==> src/rtl/gpio_pair_pkg.sv <==
// Package: shared field layout and state type for the two-pin GPIO register.
// Assumes each pin owns a 5-bit field and fields repeat every PIN_STRIDE bits.
package gpio_pair_pkg;
    localparam int DATA_W     = 32;
    localparam int NUM_PINS   = 2;
    localparam int PIN_STRIDE = 8;
    localparam int FIELD_W    = 5;
    // bit offsets inside one pin field
    localparam int DIR_MSK    = 0;
    localparam int DIR_VAL    = 1;
    localparam int LVL_MSK    = 2;
    localparam int LVL_VAL    = 3;
    localparam int PAD_LVL    = 4;
    // bits of a field consumed by the write path
    localparam int CTRL_W     = 4;

    typedef struct packed {
        logic drive;   // 1 = output
        logic level;   // stored output level
    } pin_state_t;
endpackage

==> src/rtl/gpio_pair_sync.sv <==
// Module: gpio_pair_sync
// Two-flop synchroniser for WIDTH asynchronous pad inputs.
// Assumes inputs are independent single-bit levels (no bus coherency needed).
module gpio_pair_sync #(
    parameter int WIDTH = 2
) (
    input  logic             clk,
    input  logic             rst_n,
    input  logic [WIDTH-1:0] async_i,
    output logic [WIDTH-1:0] sync_o
);
    logic [WIDTH-1:0] meta_q;
    logic [WIDTH-1:0] stable_q;

    // Capture pad levels through two flops, cleared by reset.
    always_ff @(posedge clk) begin
        if (!rst_n) begin
            meta_q   <= '0;
            stable_q <= '0;
        end else begin
            meta_q   <= async_i;
            stable_q <= meta_q;
        end
    end

    assign sync_o = stable_q;


    sync_second_stage_chk: assert property (@(posedge clk) disable iff (!rst_n)
        stable_q == $past(meta_q));
endmodule

==> src/rtl/gpio_pair_pin.sv <==
// Module: gpio_pair_pin
// Stored direction and level of one pin, each updated only under its mask bit.
// Assumes ctrl_i is the pin's field from the bus word and wr_hit qualifies it.
module gpio_pair_pin
    import gpio_pair_pkg::*;
(
    input  logic              clk,
    input  logic              rst_n,
    input  logic              wr_hit,
    input  logic [CTRL_W-1:0] ctrl_i,
    output pin_state_t        state_o
);
    pin_state_t state_q;

    // Masked update of direction and level; reset to input, level 0.
    always_ff @(posedge clk) begin
        if (!rst_n) begin
            state_q <= '0;
        end else if (wr_hit) begin
            if (ctrl_i[DIR_MSK]) state_q.drive <= ctrl_i[DIR_VAL];
            if (ctrl_i[LVL_MSK]) state_q.level <= ctrl_i[LVL_VAL];
        end
    end

    assign state_o = state_q;


    level_load_chk: assert property (@(posedge clk) disable iff (!rst_n)
        (wr_hit && ctrl_i[LVL_MSK]) |=> (state_o.level == $past(ctrl_i[LVL_VAL])));

    level_hold_chk: assert property (@(posedge clk) disable iff (!rst_n)
        !(wr_hit && ctrl_i[LVL_MSK]) |=> $stable(state_o.level));

    drive_load_chk: assert property (@(posedge clk) disable iff (!rst_n)
        (wr_hit && ctrl_i[DIR_MSK]) |=> (state_o.drive == $past(ctrl_i[DIR_VAL])));

    drive_hold_chk: assert property (@(posedge clk) disable iff (!rst_n)
        !(wr_hit && ctrl_i[DIR_MSK]) |=> $stable(state_o.drive));
endmodule

==> src/rtl/gpio_pair_reg.sv <==
// Module: gpio_pair_reg (top)
// Bus slave for one masked-write GPIO control word driving a clock and data pin.
// Assumes a single-cycle write strobe and combinational read of bus_addr.
module gpio_pair_reg
    import gpio_pair_pkg::*;
#(
    parameter int              ADDR_W   = 8,
    parameter logic [ADDR_W-1:0] REG_ADDR = 8'h10
) (
    input  logic              clk,
    input  logic              rst_n,
    input  logic [ADDR_W-1:0] bus_addr,
    input  logic              bus_wr,
    input  logic [DATA_W-1:0] bus_wdata,
    output logic [DATA_W-1:0] bus_rdata,
    input  logic [NUM_PINS-1:0] pad_in,
    output logic [NUM_PINS-1:0] pad_oe,
    output logic [NUM_PINS-1:0] pad_out
);
    localparam int USED_W = (NUM_PINS - 1) * PIN_STRIDE + FIELD_W;

    logic                addr_hit;
    logic                wr_hit;
    logic [NUM_PINS-1:0] pad_sync;
    pin_state_t          pin_state [NUM_PINS];
    logic [DATA_W-1:0]   read_word;
    logic                unused_wbits;

    assign addr_hit = (bus_addr == REG_ADDR);
    assign wr_hit   = bus_wr && addr_hit;

    gpio_pair_sync #(.WIDTH(NUM_PINS)) u_sync (
        .clk     (clk),
        .rst_n   (rst_n),
        .async_i (pad_in),
        .sync_o  (pad_sync)
    );

    for (genvar p = 0; p < NUM_PINS; p++) begin : g_pin
        gpio_pair_pin u_pin (
            .clk     (clk),
            .rst_n   (rst_n),
            .wr_hit  (wr_hit),
            .ctrl_i  (bus_wdata[p*PIN_STRIDE +: CTRL_W]),
            .state_o (pin_state[p])
        );
        assign pad_oe[p]  = pin_state[p].drive;
        assign pad_out[p] = pin_state[p].level;
    end

    // Assemble the read word: stored bits, synchronised pad level, zeros elsewhere.
    always_comb begin
        read_word = '0;
        for (int p = 0; p < NUM_PINS; p++) begin
            read_word[p*PIN_STRIDE + DIR_VAL] = pin_state[p].drive;
            read_word[p*PIN_STRIDE + LVL_VAL] = pin_state[p].level;
            read_word[p*PIN_STRIDE + PAD_LVL] = pad_sync[p];
        end
    end

    // Return the word only for the register address.
    assign bus_rdata = addr_hit ? read_word : '0;

    // Reserved and mask write bits intentionally have no storage.
    assign unused_wbits = ^bus_wdata[DATA_W-1:USED_W];


    other_addr_zero_chk: assert property (@(posedge clk) disable iff (!rst_n)
        !addr_hit |-> (bus_rdata == '0));

    read_drive_chk: assert property (@(posedge clk) disable iff (!rst_n)
        addr_hit |-> (bus_rdata[DIR_VAL] == pad_oe[0]
                      && bus_rdata[PIN_STRIDE + DIR_VAL] == pad_oe[1]));

    no_write_stable_chk: assert property (@(posedge clk) disable iff (!rst_n)
        !wr_hit |=> ($stable(pad_oe) && $stable(pad_out)));
endmodule

==> config.mk <==
export PLATFORM = sky130hd
export DESIGN_NAME = gpio_pair_reg
export DESIGN_NICKNAME = d
export VERILOG_FILES = /design/src/rtl/gpio_pair_pkg.sv /design/src/rtl/gpio_pair_sync.sv /design/src/rtl/gpio_pair_pin.sv /design/src/rtl/gpio_pair_reg.sv
export SDC_FILE = /design/constraint.sdc
export NUM_CORES = 1
export LEC_CHECK = 0
export BUFFER_PORTS_ARGS = -buffer_cell sky130_fd_sc_hd__buf_4
export CELL_PAD_IN_SITES_DETAIL_PLACEMENT = 1
export CELL_PAD_IN_SITES_GLOBAL_PLACEMENT = 2
export CORE_MARGIN = 4
export CORE_UTILIZATION = 13
export CTS_BUF_LIST = sky130_fd_sc_hd__clkbuf_4
export CTS_CLUSTER_DIAMETER = 100
export DETAILED_ROUTE_END_ITERATION = 8
export PLACE_DENSITY = 0.81
export SETUP_SLACK_MARGIN = 0.5
export SLEW_MARGIN = 20
export SYNTH_ARGS = -nofsm -noshare
export SYNTH_HDL_FRONTEND = slang
export SYNTH_SLANG_ARGS = --single-unit
==> constraint.sdc <==
create_clock -name clk -period 1.27 [get_ports clk]
set_clock_uncertainty 0.2 [all_clocks]
set_input_delay 0.127 -clock clk [delete_from_list [all_inputs] [get_ports clk]]
set_output_delay 0.127 -clock clk [all_outputs]
set_load 0.02 [all_outputs]
==> run summary <==
The flow ran to the end, but the final reports show violations. The checks that failed: hold timing, setup timing. The routed layout has 502 vias.

The total power per unit cell area came out at between 600 and 700 nW/um2. The setup slack after layout is -0.0487 ns. The fraction of layout cells with a size suffix above 1 is 50.0%. The max-slew violation count is 0. Counting instances in the post-synthesis netlist gives the leading cell types as sky130_fd_sc_hd__buf_4 (26), sky130_fd_sc_hd__dfxtp_1 (8), sky130_fd_sc_hd__nand2_1 (8), sky130_fd_sc_hd__and3_2 (6). The total track usage came out at 6.00%.

Along the worst path, the maximum fanout reaches 5. Based on the critical path, the design can be clocked at up to around 760 MHz. The global-route wire length before repair is 2450 um.

The final cycle utilization of the critical path came out at 104%. The number of fill cells in the layout came out at between 500 and 600. The die area is ~5500 um2. The placeable core region is 4140 um2.

Using the TritonRoute via totals, the vias-per-cell ratio works out to 3.35. The number of placement rows is 23. The reported max-cap violation count is 0. In the synthesized netlist the async set-or-reset flop fraction comes to 0%. The global route total overflow came out at 0.

The synthesized design spends more area on one cell type than any other, namely sky130_fd_sc_hd__buf_4. The most common cell in the synthesized netlist is sky130_fd_sc_hd__buf_4. The number of global-route vias before repair was 531. The library cell contributing the largest single delay on the critical path is sky130_fd_sc_hd__nor4_4. The type of the tightest min-delay check is in -> reg. Relative to the synthesized area, the layout overhead comes to 59.4%. The register cell area after layout is 170 um2.

The final number of hold-violating endpoints is 8. Setup repair after global routing could not meet its margin everywhere. The congestion estimate from routability-driven global placement came to between 0.6 and 0.7. The area of the mapped netlist is 573 um2.

The clock sink count came out at 8. The pin count of the biggest net entering global routing came out at 13. In this run, synthesis inferred 0 flip-flops with an integrated enable. The number of antenna violations at the first check in global routing came out at 0. For this design the static power due to leakage is 0.000455 uW. The violation count after the first detailed-routing iteration came out at 4. The number of buffers inserted by port buffering came out at 30.

The estimated wirelength of the detail-placed design came out at 1340 um. Prior to clock tree synthesis, the placed netlist has a worst setup slack of -0.0877 ns. Subtracting the final worst setup slack from the clock period gives between 1 and 1.5 ns. The cell count after synthesis came out at 64. The average instance area after synthesis is 8.95 um2. The minimum hold slack is -0.116 ns. The total buffers and inverters traversed by the critical path came out at 3.

The number of antenna-violating nets in the routed design is 0. The maximum buffer depth of the clock tree is 2. Counting stages on the worst path, the most repeated cell is sky130_fd_sc_hd__buf_6.

In this run the clock root is driven by a sky130_fd_sc_hd__clkbuf_4. The total CTS buffers is 3. The critical path goes through buf_6, nor4_4, buf_4, and3_4, buf_6. In this run the count of I/O pins placed on the die edge is 81. After synthesis, flip-flops and latches occupy 27.9% of the total area. For the worst setup path, the data arrival time is 0.99 ns.

The number of library cell types mapped by synthesis is 11. The area of the multi-input gates came out at about 330 um2. The first-pass detailed-route iteration total came out at 2. The vertical extent of the die is 74.4 um. The worst setup path is of the in -> out kind. The initial standard-cell utilization of the core is 13.8%.

The peak supply drop is 0.433 mV. The clock-pin transition on the worst setup and hold timing paths is 0.06 ns. The floorplan die width came out at 74.4 um. The portion of synthesized cell area occupied by the leading cell type came out at 34.1%. For this run, the post-layout net count is 147. After detailed routing, the number of remaining DRC violations is 0. The worst setup path is launched from a primary input. The setup total negative slack is -0.208 ns. The clock latency on the worst-skew pair is 0.25 ns. The main flop type after synthesis is sky130_fd_sc_hd__dfxtp_1. The average wire length per cell after detail routing is 11.1 um. The number of levels in the clock H-tree is 1. The total wire length came out at ~1700 um.

The cell family with the largest share of critical-path delay is simple AND/OR/NAND/NOR gates. By area the synthesized netlist is led by sky130_fd_sc_hd__buf_4 (34%), sky130_fd_sc_hd__dfxtp_1 (28%), sky130_fd_sc_hd__and3_2 (7.9%). For this run, the number of Yosys warnings is 0. The final-report setup violation count came out at 6. For the worst setup path, the data required time is 0.94 ns. The number of antenna repair diodes came out at 0. The critical path endpoint category is an output pin. The CTS tree is yes.

The largest stage delay on the critical path came out at about 0.28 ns. The number of synthesized register bits came out at 8.
[flip-flops by register name, summed over array words and instances (netlist names)]
signal / cells
u_sync.sync_o: 2
u_sync.meta_q: 2
g_pin.u_pin.state_o: 4
[cell type report]
cell class | count | area share (%)
Multi-Input combinational cell | 54 | 36.2
Timing Repair Buffer | 35 | 35.9
Sequential cell | 8 | 18.6
Tap cell | 50 | 6.85
Clock buffer | 3 | 2.47
[worst paths after layout]
kind | cells after the start | slack (ns) | from | to
min reg2reg | 1 | 0.24 | u_sync.meta_q[1] | u_sync.sync_o[1]
max | 5 | -0.05 | bus_addr[7] | bus_rdata[9]
max reg2reg | 2 | 0.46 | g_pin[0].u_pin.state_o[0] | g_pin[0].u_pin.state_o[0]
min | 2 | -0.12 | pad_in[0] | u_sync.meta_q[0]
[where the power goes]
part | internal (uW) | switching [uW] | leakage [uW]
Combinational | 59.1 | 101 | 0.000373
Clock | 109 | 92.3 | 0.0000138
Sequential | 253 | 1.74 | 0.0000680
[routing by layer]
metal | GRT usage (%) | up-vias | routed length (um) | part of all wire [%]
li1 | - | 234 | - | -
met1 | 6.37 | 233 | 592 | 35
met2 | 10.6 | 35 | 864 | 52
met3 | 3.11 | 0 | 215 | 13
met4 | 1.19 | 0 | 0 | 0
met5 | 0 | - | 0 | 0
[layout by cell type (no fill, tap or decap)]
cell	count
sky130_fd_sc_hd__and2_1	4
sky130_fd_sc_hd__and3_4	6
sky130_fd_sc_hd__buf_2	1
sky130_fd_sc_hd__buf_4	16
sky130_fd_sc_hd__buf_6	18
sky130_fd_sc_hd__clkbuf_4	3
sky130_fd_sc_hd__conb_1	26
sky130_fd_sc_hd__dfxtp_1	4
sky130_fd_sc_hd__dfxtp_2	2
sky130_fd_sc_hd__dfxtp_4	2
sky130_fd_sc_hd__mux2i_1	4
sky130_fd_sc_hd__nand2_1	8
sky130_fd_sc_hd__nand4_1	4
sky130_fd_sc_hd__nor4_4	1
sky130_fd_sc_hd__nor4b_4	1
[stage by stage]
stage          hold WS, ns  power, uW  util [%]  instance area (um2)  instances
2_1_floorplan       0.0543        408         -                  667         89
3_3_place_gp         0.138        407      18.6                  771        144
3_5_place_dp         0.147        410      18.6                  771        144
4_1_cts             -0.121        624      21.6                  893        150
5_1_grt             -0.120        651      22.0                  913        150
6_report            -0.116        615      22.0                  913        150
[kinds of logic after synthesis]
kind of cell,count (synthesis),synth area share (%)
buffers and inverters,27,34.7
and+or+nand+nor,24,29.7
muxes,4,6.99
DFF,8,27.9
other,1,0.654
[what timing repair did]
item | 4_1_cts | 5_1_grt
endpoints found under the hold margin | 8 | 6
cloned | 1 | 0
pin swaps | 4 | 8
setup buffers | 2 | 0
setup endpoints to repair | 14 | 14
gates resized for setup | 25 | 6
No activity file was read; power rests on OpenSTA's default activity.
